$ cat src/rtl/lsm_pkg.sv
package lsm_pkg;

  // Per-pin confirmation state
  typedef struct packed {
    logic primed;  // first sample already taken
    logic acc;     // accepted level
    logic pend;    // previous sample differed from acc
  } filt_st_t;

  typedef struct packed {
    filt_st_t nxt;
    logic     fire;  // a new level was accepted on this sample
  } filt_res_t;

  function automatic int unsigned cnt_width(int unsigned n);
    return (n <= 1) ? 1 : $clog2(n);
  endfunction

  // One sample step of the two-in-a-row confirmation rule
  function automatic filt_res_t filt_step(filt_st_t cur, logic smp);
    filt_res_t r;
    r.nxt  = cur;
    r.fire = 1'b0;
    if (!cur.primed) begin
      r.nxt.primed = 1'b1;
      r.nxt.acc    = smp;
      r.nxt.pend   = 1'b0;
    end else if (smp == cur.acc) begin
      r.nxt.pend = 1'b0;
    end else if (cur.pend) begin
      r.nxt.acc  = smp;
      r.nxt.pend = 1'b0;
      r.fire     = 1'b1;
    end else begin
      r.nxt.pend = 1'b1;
    end
    return r;
  endfunction

endpackage

$ cat src/rtl/lsm_tick_gen.sv
module lsm_tick_gen #(
  parameter int unsigned PERIOD = 1000000
) (
  input  logic clk,
  input  logic rst_n,
  output logic tick
);
  import lsm_pkg::*;

  localparam int unsigned W = cnt_width(PERIOD);
  localparam logic [W-1:0] LAST = W'(PERIOD - 1);

  logic [W-1:0] cnt;

  always_ff @(posedge clk) begin
    if (!rst_n)          cnt <= '0;
    else if (cnt == LAST) cnt <= '0;
    else                 cnt <= cnt + 1'b1;
  end

  assign tick = (cnt == LAST);
endmodule

$ cat src/rtl/lsm_sync.sv
module lsm_sync #(
  parameter int unsigned STAGES = 2
) (
  input  logic clk,
  input  logic rst_n,
  input  logic d,
  output logic q
);
  logic [STAGES-1:0] sr;

  generate
    if (STAGES == 1) begin : g_one
      always_ff @(posedge clk) begin
        if (!rst_n) sr <= '0;
        else        sr <= d;
      end
    end else begin : g_chain
      always_ff @(posedge clk) begin
        if (!rst_n) sr <= '0;
        else        sr <= {sr[STAGES-2:0], d};
      end
    end
  endgenerate

  assign q = sr[STAGES-1];
endmodule

$ cat src/rtl/lsm_pin_filter.sv
module lsm_pin_filter #(
  parameter int unsigned SYNC_STAGES = 2
) (
  input  logic clk,
  input  logic rst_n,
  input  logic tick,
  input  logic pin,
  input  logic en,
  input  logic ready,
  output logic lvl,
  output logic ev_valid,
  output logic ev_level
);
  import lsm_pkg::*;

  logic      pin_s;
  filt_st_t  st;
  filt_res_t res;

  lsm_sync #(.STAGES(SYNC_STAGES)) u_sync (
    .clk  (clk),
    .rst_n(rst_n),
    .d    (pin),
    .q    (pin_s)
  );

  assign res = filt_step(st, pin_s);

  always_ff @(posedge clk) begin
    if (!rst_n)    st <= '0;
    else if (tick) st <= res.nxt;
  end

  // Event slot: a new acceptance wins over a completing handshake
  always_ff @(posedge clk) begin
    if (!rst_n) begin
      ev_valid <= 1'b0;
      ev_level <= 1'b0;
    end else if (tick && res.fire && en) begin
      ev_valid <= 1'b1;
      ev_level <= res.nxt.acc;
    end else if (ev_valid && ready) begin
      ev_valid <= 1'b0;
    end
  end

  assign lvl = st.acc;
endmodule

$ cat src/rtl/line_status_monitor.sv
module line_status_monitor #(
  parameter int unsigned NUM_IN      = 2,
  parameter int unsigned TICK_CYCLES = 1000000,
  parameter int unsigned SYNC_STAGES = 2
) (
  input  logic              clk,
  input  logic              rst_n,
  input  logic              report_en,
  input  logic [NUM_IN-1:0] mdm_in,
  input  logic              rts_wr,
  input  logic              rts_wr_val,
  output logic              rts_out,
  input  logic              rd_req,
  output logic              rd_valid,
  output logic [NUM_IN-1:0] rd_in_lvl,
  output logic              rd_rts,
  output logic [NUM_IN-1:0] chg_valid,
  output logic [NUM_IN-1:0] chg_level,
  input  logic [NUM_IN-1:0] chg_ready
);

  logic              sample_tick;
  logic [NUM_IN-1:0] acc_lvl;

  lsm_tick_gen #(.PERIOD(TICK_CYCLES)) u_tick (
    .clk  (clk),
    .rst_n(rst_n),
    .tick (sample_tick)
  );

  generate
    for (genvar i = 0; i < NUM_IN; i++) begin : g_pin
      lsm_pin_filter #(.SYNC_STAGES(SYNC_STAGES)) u_filt (
        .clk     (clk),
        .rst_n   (rst_n),
        .tick    (sample_tick),
        .pin     (mdm_in[i]),
        .en      (report_en),
        .ready   (chg_ready[i]),
        .lvl     (acc_lvl[i]),
        .ev_valid(chg_valid[i]),
        .ev_level(chg_level[i])
      );
    end
  endgenerate

  // Request-to-send: high from reset, changed only by a write
  always_ff @(posedge clk) begin
    if (!rst_n)      rts_out <= 1'b1;
    else if (rts_wr) rts_out <= rts_wr_val;
  end

  // Read response
  always_ff @(posedge clk) begin
    if (!rst_n) begin
      rd_valid  <= 1'b0;
      rd_in_lvl <= '0;
      rd_rts    <= 1'b0;
    end else begin
      rd_valid <= rd_req;
      if (rd_req) begin
        rd_in_lvl <= acc_lvl;
        rd_rts    <= rts_out;
      end
    end
  end
endmodule

$ cat config.mk
export PLATFORM = sky130hd
export DESIGN_NAME = line_status_monitor
export DESIGN_NICKNAME = d
export VERILOG_FILES = /design/src/rtl/lsm_pkg.sv /design/src/rtl/lsm_tick_gen.sv /design/src/rtl/lsm_sync.sv /design/src/rtl/lsm_pin_filter.sv /design/src/rtl/line_status_monitor.sv
export SDC_FILE = /design/constraint.sdc
export NUM_CORES = 1
export LEC_CHECK = 0
export ABC_CLOCK_PERIOD_IN_PS = 2700
export BUFFER_PORTS_ARGS = -buffer_cell sky130_fd_sc_hd__buf_2
export CORE_AREA = 2 2 58 60
export DETAILED_ROUTE_END_ITERATION = 7
export DIE_AREA = 0 0 60 62
export PLACE_DENSITY = 0.84
export SLEW_MARGIN = 20
export SYNTH_ARGS = -nofsm -noshare
export SYNTH_HDL_FRONTEND = slang
export SYNTH_SLANG_ARGS = --single-unit
$ cat constraint.sdc
create_clock -name clk -period 2.7 [get_ports clk]
set_input_delay 0.135 -clock clk [delete_from_list [all_inputs] [get_ports clk]]
set_output_delay 0.135 -clock clk [all_outputs]
set_load 0.01 [all_outputs]
## After elaboration in Yosys (flattened, before gate mapping)

Cells that the tools add are included.

| word-level totals | value |
|---|---|
| flip-flop bits (word level) | 38 |
| latch bits | 0 |
| bits in writable memories | 0 |
| memory bits (read-only) | 0 |
| input port bits | 10 |
| output and inout bits | 9 |
| word-level logic and storage cells | 50 |
| memories | 0 |

| cells by class | value |
|---|---|
| add/subtract/negate cells | 1 |
| multiply operators | 0 |
| div/mod/pow operators | 0 |
| magnitude comparators | 0 |
| equality and inequality tests | 3 |
| shift-type cells | 0 |
| multiplexer cells | 20 |
| bitwise gates (word level) | 1 |
| reductions and logical operators | 9 |

Operator list:

| operator | count |
|---|---|
| 20-bit by 1-bit adder with 20-bit output, second input constant | 1 |
| 20-bit == test, second input constant | 1 |
| 1-bit 2-to-1 mux | 18 |
| 1-bit logical AND | 6 |
| 2-bit 2-to-1 mux | 2 |
| 2-bit nonzero test | 2 |
| 1-bit == test | 2 |
| 2-bit OR reduction | 1 |
| 1-bit NOT | 1 |

## Depth between registers and ports, before layout

| depth | value |
|---|---|
| depth after elaboration | 6 |
| mapped depth | 7 |
| gate-level depth less buffers | 5 |

## Cells and area by module

A second synthesis with hierarchy kept.

| unflattened totals | value |
|---|---|
| cells, all modules | 181 |
| area total of the unflattened synthesis | 1635.3 µm² |

Modules (own cells, without submodules):

| module | times used | cells each | area an instance (µm²) | seq. area each (µm²) |
|---|---|---|---|---|
| lsm_tick_gen | 1 | 109 | 944.7 | 400.4 |
| lsm_pin_filter | 2 | 25 | 207.7 | 100.1 |
| line_status_monitor | 1 | 14 | 170.2 | 100.1 |
| lsm_sync | 2 | 4 | 52.6 | 40.0 |

## Worst setup path after synthesis

No wires, ideal clock.

| timing path | value |
|---|---|
| kind | flip-flop to flip-flop |
| from | register u_tick.cnt[0] |
| to | register u_tick.cnt[18] |
| setup time | 70 ps |
| data arrival time | 2109 ps |
| data required time | 2630 ps |
| path slack | 520 ps |
| stages on the path, launching flop included | 7 |
| buffers on the path | 1 |
| clock period less this slack | 2180 ps |
| cell sequence | dfxtp_1 > ha_1 > and3_1 > or4b_2 > clkbuf_1 > or4_1 > a21oi_1 |

| on the way | value |
|---|---|
| cells in the longest elaborated chain, start to end | 2 |
| elaborated cells on any way between the ends | 3 |
| classes of those cells | add/sub: 1; eq/ne: 1; reduce/logical: 1 |

RTL lines:

| element | RTL line | source |
|---|---|---|
| start: declaration | lsm_tick_gen.sv:13 | `logic [W-1:0] cnt;` |
| start signal: assignment | lsm_tick_gen.sv:18 | `else cnt <= cnt + 1'b1;` |
| parallel branches: the longest is 2 deep, another holds 20-bit by 1-bit adder with 20-bit output | - |  |

Several ways; the timed one is not identified.
A chain may end at the register's enable or synchronous reset.

## Worst setup path after layout

Same ends and word-level chain as after synthesis.

==> results by group <==
STA
  • Worst relative slew slack: 62.8%
  • Final sum of negative setup slack: 0 ns
  • Final Critical Period: between 2 and 2.5 ns
  • Post-route fraction of the period consumed by the critical path: 84.6%
  • Transition at the pin with the smallest max-transition slack: 0.552 ns
  • Fmax: about 440 MHz
  • Max-slew violation total from the final report: 0
  • Setup-violating endpoint count in the final report: 0
  • Final hold violations: 0
  • Post-route setup slack: 0.417 ns
  • Setup repair after global routing missed its margin: false
  • Post-Route Skew: between 0.01 and 0.015 ns

Cells and area
  • Fraction of layout instances using a drive strength above 1: between 10% and 20%
  • Number of fill cells in the layout: 291
  • Area growth, synth to finish: 13.4%
  • Number of nets at the end of the flow: 212
  • Number of standard cells in the final layout excluding fillers: about 250
  • Antenna diode instance count: 0

Power and ir drop
  • Fraction of power spent switching nets: 21.1%
  • Total leakage power: ~0.68 nW
  • Clk pwr share: 37.5%
  • Net switching power: roughly 0.00021 W
  • Power density over the cells: 539 nW/um2
  • Peak supply drop: 267 uV
  • Combinational share of power: 4.4%
  • Sequential Power Share: 58.0%
  • Internal power of the cells: roughly 0.00078 W
  • Overall power of the completed layout: around 0.00099 W

Worst setup path
  • WS Path Type: register to register
  • Critical-path cell with the highest stage delay: sky130_fd_sc_hd__or4b_2
  • Worst reg2reg path startpoint: u_tick.cnt[0]
  • Worst setup EP type: register
  • Startpoint type of the worst setup path: register
  • Largest driver fanout on the critical path: 7
  • Slowest Stage Delay on Critical Path: just under 0.7 ns
  • Arrival time at the worst endpoint: 2.56 ns
  • Required time at the endpoint of the critical path: 2.98 ns
  • Worst reg-to-reg path cell count: 5
  • Reg-to-reg setup timing slack: 0.42 ns
  • Cells traversed along the worst timing path: ha_1, and3_1, or4b_2, or4_1, a21oi_1
  • Capture instance of the worst register-to-register path: u_tick.cnt[18]

Floorplanning
  • Row cnt: 21
  • Die area: between 3000 and 4000 um2
  • DIE HEIGHT: 62 um
  • Effective utilization at floorplan: slightly above 50%
  • Core Area: approximately 3200 um2
  • Ports placed on the boundary: 19
  • Overall die width: 60 um

Logic synthesis
  • Post-Syn Area: 1620 um2
  • Most repeated cell in the gate-level netlist after synthesis: sky130_fd_sc_hd__dfxtp_1
  • Syn Area/Cell: roughly 9.0 um2
  • Main synth FF type: sky130_fd_sc_hd__dfxtp_1
  • Fraction of the yosys area taken by sequential cells: 46.9%
  • Number of synthesized flops with an enable pin: 0
  • Synth async-reset ratio: 0%
  • Top cells by count, synth: 38 x sky130_fd_sc_hd__dfxtp_1, 18 x sky130_fd_sc_hd__nor2_1, 13 x sky130_fd_sc_hd__a21oi_1
  • Net count of the mapped netlist: 192
  • Count of synthesis-stage warnings from yosys: 0
  • Synthesized instance count: 181
  • Most area-consuming cells after synthesis: sky130_fd_sc_hd__dfxtp_1 47%, sky130_fd_sc_hd__xor2_1 4.3%, sky130_fd_sc_hd__nor2_1 4.2%
  • Flop and latch count out of synthesis: 38
  • Yosys cell types: 32
  • Biggest area consumer among synthesized cells: sky130_fd_sc_hd__dfxtp_1
  • Post-synth top area share: 46.9%

Hold path
  • Worst hold path stage count: 3
  • Worst min-delay path startpoint: chg_ready[1]
  • Worst min-delay path class: primary input to register
  • Endpoint of the worst hold path: g_pin[1].u_filt.ev_valid

Clocking
  • CTS tree: done
  • H-tree Lvls: 2
  • Number of sinks driven by the clock tree: 38
  • Maximum buffer depth of the clock tree: 2
  • Clock root buffer: sky130_fd_sc_hd__clkbuf_4
  • Total CTS buffers: 5
  • Source-to-sink clock delay at the later pin of the worst-skew pair: roughly 0.35 ns
  • Clk slew on worst S/H paths: approximately 0.11 ns

Detailed routing
  • 1st-iter DRT viols: 46
  • Number of remaining DRC errors: 0
  • Number of iterations in the first detailed-routing pass: 4
  • Via density: ~5.2
  • Routed Antenna Nets: 0
  • WL/cell: 12.0 um
  • Via count: 1296
  • Total wire length: about 3000 um

Place
  • Placed instance count: 236
  • Estimated wirelength of the detail-placed design: 2100 um
  • Number of port buffers: 18
  • Final weighted congestion in routability-driven placement: 0.801
  • Worst slack at placement: 0.428 ns

Global routing
  • Wire length of the first global-routing pass: 5030 um
  • Number of antenna violations at the first check in global routing: 0
  • Final global-route overflow total: 0
  • Number of global-route vias before repair: about 1200
  • Global routing usage summed across all routing layers: 18.6%
  • Pin count of the biggest net entering global routing: 20

Flow run
  • Max-Cap Viols: 0

Run status
  • Outcome: finished, final reports clean
[routing by layer]
metal | track usage (%) | part of all wire (%) | up-vias
li1 | - | - | 673
met1 | 21.7 | 45 | 588
met2 | 31.5 | 48 | 29
met3 | 6.21 | 5.0 | 6
met4 | 7.62 | 1.8 | 0
met5 | 0 | 0 | -
[timing repair]
| action | 4_1_cts | 5_1_grt |
|---|---|---|
| hold endpoints to repair | 3 | 0 |
| endpoints found under the setup margin | 0 | 0 |
| buffers inserted | 0 | 0 |
| resized for setup | 0 | 0 |
| hold buffers | 4 | 0 |
[flip-flops by register name, indices dropped and copies added, names as in the netlist]
name and flops:
rd_in_lvl 2, g_pin.u_filt.st 3, g_pin.u_filt.u_sync.sr 4, rd_rts 1
g_pin.u_filt.lvl 2, rd_valid 1, u_tick.cnt 20, g_pin.u_filt.ev_valid 2
rts_out 1, g_pin.u_filt.ev_level 2
[kinds of logic after synthesis]
kind of cell	count (synthesis)	synth area share (%)
AO/OA/AOI/OAI	26	8.87
XOR/XNOR	13	7.02
adder cells (fa/ha/maj)	1	0.771
buffers and inverters	15	4.55
flip-flops	38	46.9
multiplexers	8	5.09
AND/OR/NAND/NOR	80	26.8
[area by class of cell]
| cell class | instances | area [um2] | share of cell area [%] |
|---|---|---|---|
| Sequential cell | 38 | 761 | 41.3 |
| Clock buffer | 5 | 37.5 | 2.04 |
| Inverter | 5 | 18.8 | 1.02 |
| Tap cell | 46 | 57.6 | 3.13 |
| Clock inverter | 3 | 40.0 | 2.18 |
| Multi-Input combinational cell | 128 | 788 | 42.8 |
| Timing Repair Buffer | 23 | 138 | 7.48 |
[placed cells by master (no fill, tap or decap), drive strengths merged, types with 6 or more instances in the layout]
master / instances
or4: 7
dfxtp: 38
nand2: 12
a21oi: 13
mux2i: 6
buf: 19
nand3: 11
xor2: 8
o21ai: 9
nor2: 18
[metrics by stage]
step	hold slack, ns	instance area (um2)	utilization, %
after global routing	0.0422	1840	57.9
after floorplan	0.257	1620	-
after detailed placement	0.348	1720	54.2
final	0.0423	1840	57.9
after global placement	0.344	1720	54.2
after CTS	0.0328	1840	57.9
[how the worst max path moves through the flow]
stage / start / endpoint / slack [ns] / cells after the start
after global placement: u_tick.cnt[13] / g_pin[1].u_filt.st[0] / 0.51 / 4
after CTS: u_tick.cnt[0] / u_tick.cnt[18] / 0.41 / 5
final: u_tick.cnt[0] / u_tick.cnt[18] / 0.42 / 5
after detailed placement: u_tick.cnt[0] / u_tick.cnt[18] / 0.43 / 5
after global routing: u_tick.cnt[0] / u_tick.cnt[18] / 0.28 / 5
after floorplan: u_tick.cnt[0] / u_tick.cnt[18] / 0.52 / 6
[power groups by stage]
stage	combinational [W]	sequential, W	clock (W)
final	0.0000439	0.000576	0.000373
after global routing	0.0000496	0.000578	0.000411
after CTS	0.0000442	0.000576	0.000381
after detailed placement	0.0000390	0.000589	0
after global placement	0.0000384	0.000589	0
after floorplan	0.0000213	0.000590	0
[worst max-delay path: cells and delay by family (launching register included)]
kind	cells	cell delay, ns
flip-flops	1	0.40
AND/OR/NAND/NOR	3	1.40
adder cells (fa/ha/maj)	1	0.26
AO/OA/AOI/OAI	1	0.16
Power figures use the tool's default switching activity.
